[src/rtl/duty_level_sched.sv]
`timescale 1ns/1ps
module duty_level_sched #(
  parameter int REF_W   = 16,
  parameter int FRAC_W  = 8,
  parameter int PER_W   = 12,
  parameter int MAX_LVL = 4,
  localparam int LVL_W  = $clog2(MAX_LVL + 1) + 1
) (
  input  logic                    clk,
  input  logic                    rst_n,
  input  logic                    start,
  input  logic signed [REF_W-1:0] ref_now,
  input  logic signed [REF_W-1:0] ref_prev,
  input  logic [PER_W-1:0]        period,
  output logic signed [LVL_W-1:0] level,
  output logic                    per_start,
  output logic                    per_end,
  output logic                    ready
);
  localparam int IDX_W = REF_W - FRAC_W;
  localparam logic [FRAC_W:0] ONE = (FRAC_W + 1)'(1) << FRAC_W;

  function automatic logic signed [LVL_W-1:0] clamp(input logic signed [IDX_W:0] v);
    if (v > IDX_W'(MAX_LVL)) return LVL_W'(MAX_LVL);
    if (v < -(IDX_W + 1)'(MAX_LVL)) return -LVL_W'(MAX_LVL);
    return LVL_W'(v);
  endfunction

  logic signed [IDX_W-1:0]       idx;
  logic [FRAC_W-1:0]             frac;
  logic signed [IDX_W:0]         lo_w, hi_w;
  logic signed [LVL_W-1:0]       lo_c, hi_c;
  logic                          rising, accept, last_tick;
  logic [FRAC_W:0]               dur;
  logic [FRAC_W+PER_W:0]         prod;

  logic                          busy;
  logic [PER_W-1:0]              cnt, per_q;
  logic [PER_W:0]                tc_q;
  logic signed [LVL_W-1:0]       first_q, second_q, last_q;

  assign idx    = ref_now[REF_W-1:FRAC_W];
  assign frac   = ref_now[FRAC_W-1:0];
  assign lo_w   = {idx[IDX_W-1], idx};
  assign hi_w   = (frac != '0) ? lo_w + 1'b1 : lo_w;
  assign lo_c   = clamp(lo_w);
  assign hi_c   = clamp(hi_w);
  assign rising = ref_now > ref_prev;
  assign dur    = rising ? ONE - {1'b0, frac} : {1'b0, frac};
  assign prod   = dur * period;

  assign last_tick = busy && (cnt == per_q - 1'b1);
  assign ready     = !busy || last_tick;
  assign accept    = start && ready && (period != '0);
  assign per_start = busy && (cnt == '0);
  assign per_end   = last_tick;
  assign level     = !busy ? last_q : (({1'b0, cnt} >= tc_q) ? second_q : first_q);

  always_ff @(posedge clk or negedge rst_n) begin
    if (!rst_n) begin
      busy     <= 1'b0;
      cnt      <= '0;
      per_q    <= '0;
      tc_q     <= '0;
      first_q  <= '0;
      second_q <= '0;
      last_q   <= '0;
    end else begin
      last_q <= level;
      if (accept) begin
        busy     <= 1'b1;
        cnt      <= '0;
        per_q    <= period;
        tc_q     <= prod[FRAC_W+PER_W:FRAC_W];
        first_q  <= rising ? lo_c : hi_c;
        second_q <= rising ? hi_c : lo_c;
      end else if (last_tick) begin
        busy <= 1'b0;
      end else if (busy) begin
        cnt <= cnt + 1'b1;
      end
    end
  end


  step_chk: assert property (@(posedge clk) disable iff (!rst_n)
    (busy && !per_start) |-> ((level - $past(level)) inside {-1, 0, 1}));


  range_chk: assert property (@(posedge clk) disable iff (!rst_n)
    (level <= LVL_W'(MAX_LVL)) && (level >= -LVL_W'(MAX_LVL)));


  ignore_busy_chk: assert property (@(posedge clk) disable iff (!rst_n)
    (busy && !last_tick && start) |=> !per_start);


  zero_period_chk: assert property (@(posedge clk) disable iff (!rst_n)
    (!busy && (period == '0)) |=> !busy);


  idle_hold_chk: assert property (@(posedge clk) disable iff (!rst_n)
    (!busy && !accept) |=> $stable(level));


  flat_chk: assert property (@(posedge clk) disable iff (!rst_n)
    (busy && !per_start && (first_q == second_q)) |-> $stable(level));


  end_chk: assert property (@(posedge clk) disable iff (!rst_n)
    (per_end && !start) |=> (!per_start && ready));
endmodule

[config.mk]
export PLATFORM = sky130hd
export DESIGN_NAME = duty_level_sched
export DESIGN_NICKNAME = d
export VERILOG_FILES = /design/src/rtl/duty_level_sched.sv
export SDC_FILE = /design/constraint.sdc
export NUM_CORES = 1
export LEC_CHECK = 0
export BUFFER_PORTS_ARGS = -buffer_cell sky130_fd_sc_hd__buf_2
export CAP_MARGIN = 20
export CELL_PAD_IN_SITES_DETAIL_PLACEMENT = 1
export CELL_PAD_IN_SITES_GLOBAL_PLACEMENT = 1
export CORE_ASPECT_RATIO = 1.75
export CORE_MARGIN = 2
export CORE_UTILIZATION = 40
export CTS_CLUSTER_SIZE = 16
export DETAILED_ROUTE_END_ITERATION = 8
export PLACE_DENSITY = 0.85
export SYNTH_ARGS = -nofsm -noshare
export SYNTH_HDL_FRONTEND = slang
export SYNTH_SLANG_ARGS = --single-unit
[constraint.sdc]
create_clock -name clk -period 3.2 [get_ports clk]
set_clock_uncertainty 0.2 [all_clocks]
set_input_delay 0.8 -clock clk [delete_from_list [all_inputs] [get_ports clk]]
set_output_delay 0.8 -clock clk [all_outputs]
set_load 0.05 [all_outputs]
## Yosys cells after proc, flatten, opt, wreduce, memory -nomap -nowiden

Cells that the tools add are included.

- Register bits after elaboration: 50
- Input bits: 47
- Output and inout port bits: 7
- Word-level logic and storage cells: 57

- Add/subtract/negate cells: 4
- Multipliers: 1
- $lt $le $gt $ge: 6
- Equality and inequality tests: 2
- Mux-type cells: 25
- Reductions and logical operators: 12

Operators by type and width:

| kind | count |
|---|---|
| $mux 4 | 12 |
| $mux 12 | 3 |
| $mul 9x12->21 | 1 |
| $mux 9 | 2 |
| $gt 16x16->1 | 1 |
| $ge 12x13->1 | 1 |
| $add 12x1->12 const B | 1 |
| $eq 12x12->1 | 1 |
| $logic_not 12->1 | 1 |
| $reduce_bool 12->1 | 1 |
| $sub 12x1->12 const B | 1 |
| $add 8x2->9 const B | 1 |
| $gt 9x4->1 const B | 1 |
| $lt 9x3->1 const B | 1 |
| $sub 9x8->9 const A | 1 |
| $gt 8x4->1 const B | 1 |
| $lt 8x3->1 const B | 1 |
| $mux 1 | 8 |
| $reduce_bool 8->1 | 1 |
| $logic_and 1x1->1 | 4 |
| $reduce_bool 2->1 | 2 |
| $ne 2x2->1 const B | 1 |
| $reduce_and 2->1 | 1 |
| $logic_not 1->1 | 1 |
| $logic_or 1x1->1 | 1 |

## Logic depth before layout (Yosys ltp)

- Word-level depth: 8
- Depth in mapped cells: 30
- Mapped depth without buffers: 28

## Least setup slack after synthesis

No wires, ideal clock.

- Path kind: input port to flip-flop
- From: input port ref_prev[14]
- To: register tc_q[9]
- Data arrival time: 6.562 ns
- Setup slack: -3.695 ns
- Cell stages on the path: 28
- Buffers on the path: 2
- Cells stage by stage: inv_1 ha_1 nand4_1 o21ai_0 a2111oi_0 o211ai_1 o2111a_1 clkbuf_1 o31ai_1 xnor2_1 clkbuf_1 and2_1 fa_1 fa_1 fa_1 inv_1 fa_1 inv_1 ha_1 a21o_1 a21o_1 a21oi_1 nor2b_1 o21ai_0 nand2b_1 a221o_1 xnor2_1 o21ai_0

- Longest elaborated chain between the ends: 3

RTL lines:

| element | RTL line | RTL |
|---|---|---|
| start: declaration | 13 | `input logic signed [REF_W-1:0] ref_prev,` |
| $gt 16x16->1 | 48 | `assign rising = ref_now > ref_prev;` |
| $mux 9 | 49 | `assign dur = rising ? ONE - {1'b0, frac} : {1'b0, frac};` |
| $mul 9x12->21 | 50 | `assign prod = dur * period;` |
| end signal: assignment | 74 | `tc_q <= prod[FRAC_W+PER_W:FRAC_W];` |
| end: declaration | 39 | `logic [PER_W:0] tc_q;` |

No other way between the ends.
A chain may end at the register's enable or synchronous reset.

## Worst setup path in the final report

- From: input port ref_now[8]
- To: register tc_q[10]

- Longest elaborated chain between the ends: 3

RTL lines:

| element | RTL line | RTL |
|---|---|---|
| start: declaration | 12 | `input logic signed [REF_W-1:0] ref_now,` |
| $gt 16x16->1 | 48 |  |
| $mux 9 | 49 |  |
| $mul 9x12->21 | 50 |  |

No other way between the ends.

==> key figures <==
Status
  – Outcome: finished, violations left
  – Violated checks: setup timing

Drt
  – Remaining DRCs: 0
  – Initial DRC count: 700
  – Post-DRT Antenna Nets: 0
  – Routed WL: around 40000 um
  – Wire per inst: between 30 and 40 um
  – Vias/cell: around 6.3
  – Drt first pass iters: 5
  – Vias: 8334

Timing
  – Final min period: between 7 and 8 ns
  – Unrepaired setup endpoints after global routing: true
  – Final worst-path cycle share: 228%
  – Rel. slew slack: 58.3%
  – Peak Freq: 137 MHz
  – Hold WS: between 0.1 and 0.15 ns
  – Worst-Margin Slew: between 0.6 and 0.7 ns
  – Setup violators final: a little over 50
  – Final WS setup: -4.11 ns
  – Slew Limit Fails: 0
  – Fin. Hold Viols: 0

Power
  – Comb power frac: roughly 90%
  – Part of the power in the clock network: 4.2%
  – NetSw: approximately 7.6 mW
  – Leakage Power: about 5.3 nW
  – Seq pwr share: about 8%
  – Net Sw Frac: around half
  – Worst vdd ir: around 0.8 mV
  – Internal: 7.00 mW
  – Pwr/cell area: ~1300 nW/um^2

Floorplan
  – Die ar.: 18600 um^2
  – CORE AREA: 17000 um^2
  – Chip width: slightly above 100 um
  – Initial Util: 41.0%
  – Die Span Y: 179 um
  – Ports: 54
  – Rows: 63

Yosys
  – Synth Instances: around 860
  – Mapped cell area: around 7000 um^2
  – Yosys warning count: 0
  – Syn Area/Cell: ~8.2 um^2
  – Synthesized flop and latch total: 50
  – Post-synth EDFFs: 0
  – Top_reg_cell synth: dfrtp_1
  – Count of different cell masters after synthesis: 55
  – Async SR Flop Fraction: 100%
  – Syn nets: 1044
  – Seq/Total Area, Yosys: between 10% and 20%

Worst setup path
  – Flop2flop setup slack: -0.60 ns
  – Crit path DAT: about 7.2 ns
  – CP peak stage delay: about 0.56 ns
  – Worst Path Max Fanout: 5
  – Req. time, crit path: about 3.1 ns
  – CP Capture Type: register
  – CP Launch Type: input pin
  – Critical-path top delay cell: or4_4
  – Crit Path Class: in -> reg

Clock tree
  – Worst-path clk slew: 0.08 ns
  – TritonCTS Sinks: 50
  – Max Root-Sink Buffers: 2
  – Worst skew pair latency: 0.31 ns
  – Cts bufs inserted: 5
  – Clock Tree Root: clkbuf_16
  – CTS tree: done
  – Htree depth: 2

Flow run
  – Max_cap viols: 0

Place
  – Port Buffers: 53
  – Placer congestion estimate: ~0.9
  – Detail Placement HPWL: between 20000 and 25000 um
  – Placed Area: around 9000 um^2

Finish
  – Inserted Diodes: 0
  – Fin area: between 10000 and 15000 um^2
  – Share of cells above drive strength 1: between 40% and 50%
  – Fin nets: about 1.3k
  – Area delta synth->final: 55.5%

Global routing
  – Gr ovfl total: 0
  – Vias in the first global route: between 8k and 9k
  – Largest net degree at the start of global routing: 45
  – First-pass GRT wire length: roughly 50000 um
  – Initial antenna violation count: 0
  – Total GRT Usage: 35.3%

Hold path
  – Hold WC Path Type: in -> async
## what timing repair did
action                                  4_1_cts  5_1_grt
endpoints found under the setup margin       35       51
resized for setup                           141      138
hold buffers                                  0        0
pin swaps                                    77       71
setup buffers                                29       43
cloned                                        2        2
## final timing paths
check | endpoint | startpoint | depth (start not counted)
worst max-delay path | tc_q[10] | ref_now[8] | 29
worst min-delay path | per_q[4] | rst_n | 1
worst max register to register | tc_q[10] | cnt[5] | 13
worst min register to register | tc_q[2] | tc_q[2] | 2
max in group asynchronous | cnt[5] | rst_n | 2
min in group clk | tc_q[2] | tc_q[2] | 2
## sequential cells by signal, indices dropped and copies added, names as in the netlist
signal / flops
tc_q: 13
busy: 1
second_q: 4
cnt: 12
last_q: 4
first_q: 4
per_q: 12
## critical path, delay by kind of cell
| kind | cells | cell delay, ns |
|---|---|---|
| buf+inv | 6 | 0.55 |
| xor+xnor | 1 | 0.22 |
| compound gates | 8 | 1.71 |
| fa+ha+maj | 6 | 2.56 |
| simple gates | 8 | 1.37 |
## final cells by class
type	instances	area [um^2]
clock buffer	5	125
clock inverter	3	26.3
fill	1935	6170
inverter	134	528
multi-input combinational	637	6260
sequential	50	1250
tap	227	284
timing repair buffer	271	2380
## per-layer routing
metal  global-route usage (%)  vias up  wire [um]
li1                         -     3271          -
met4                     28.8        0       4300
met1                     34.6     4137      13100
met2                     65.8      615      20400
met5                        0        -          0
met3                     4.87      311       2380
## cells in the mapped netlist, types with 3 or more instances
cell,instances,area share (%)
a21o_1,6,0.65
nand2b_1,6,0.54
and3_1,17,1.5
nor4b_1,4,0.50
nor3b_1,5,0.54
o21ai_0,36,2.6
nor3_1,14,1.0
mux2i_1,4,0.57
xor2_1,18,2.3
nand3_1,16,1.1
nand4_1,11,0.99
nor2b_1,6,0.54
nand4b_1,4,0.50
ha_1,71,13
nor4_1,7,0.63
nor2_1,46,2.5
nand2_1,143,7.7
o21a_1,5,0.54
o31ai_1,5,0.54
or3_1,4,0.36
a31oi_1,5,0.45
and2_1,38,3.4
fa_1,70,20
dfrtp_1,50,18
o311ai_0,3,0.38
o211ai_1,3,0.32
a211oi_1,5,0.54
inv_1,133,7.2
xnor2_1,26,3.3
a21oi_1,27,1.9
clkbuf_1,32,1.7
## per-stage QoR
step                      power (mW)  setup slack, ns  cells  util (%)  TNS, ns
after floorplan                 6.35            -3.17    856         -   -38.68
after global placement          8.70            -3.66   1248      52.8   -49.25
after detailed placement        9.46            -4.02   1248      52.8   -54.88
after CTS                       11.3            -3.29   1286      58.6   -44.46
after global routing            15.0            -4.26   1327      63.8   -61.63
final                           14.6            -4.11   1327      63.8   -57.23
## power by group through the flow
stage	clock network, mW	logic [mW]	registers (mW)
finish	0.610	12.8	1.15
global route	0.622	13.2	1.15
CTS	0.576	9.69	1.07
detailed placement	0	8.39	1.07
global placement	0	7.67	1.04
floorplan	0	5.30	1.05
## cells by family (layout without fill, tap and decap cells)
group           after synthesis  after routing  synth area share, %
mux                           6              6                0.896
simple gates                334            335                 23.5
flops                        50             50                 17.9
compound gates              111            111                 9.96
xor+xnor                     44             44                 5.52
fa+ha+maj                   141            141                 32.8
buf+inv                     170            413                 9.43
## cell usage in the layout, fill, tap and decap left out, types with 17 or more instances in the layout
cell type	n
nor2_1	41
o21ai_1	19
dfrtp_1	47
nand2_1	115
ha_4	18
fa_1	61
inv_1	100
buf_2	31
buf_6	56
ha_1	52
inv_2	28
and2_1	29
a21oi_1	17
nand2_2	21
buf_4	165
Note: power is estimated with default switching activity, not from simulation.
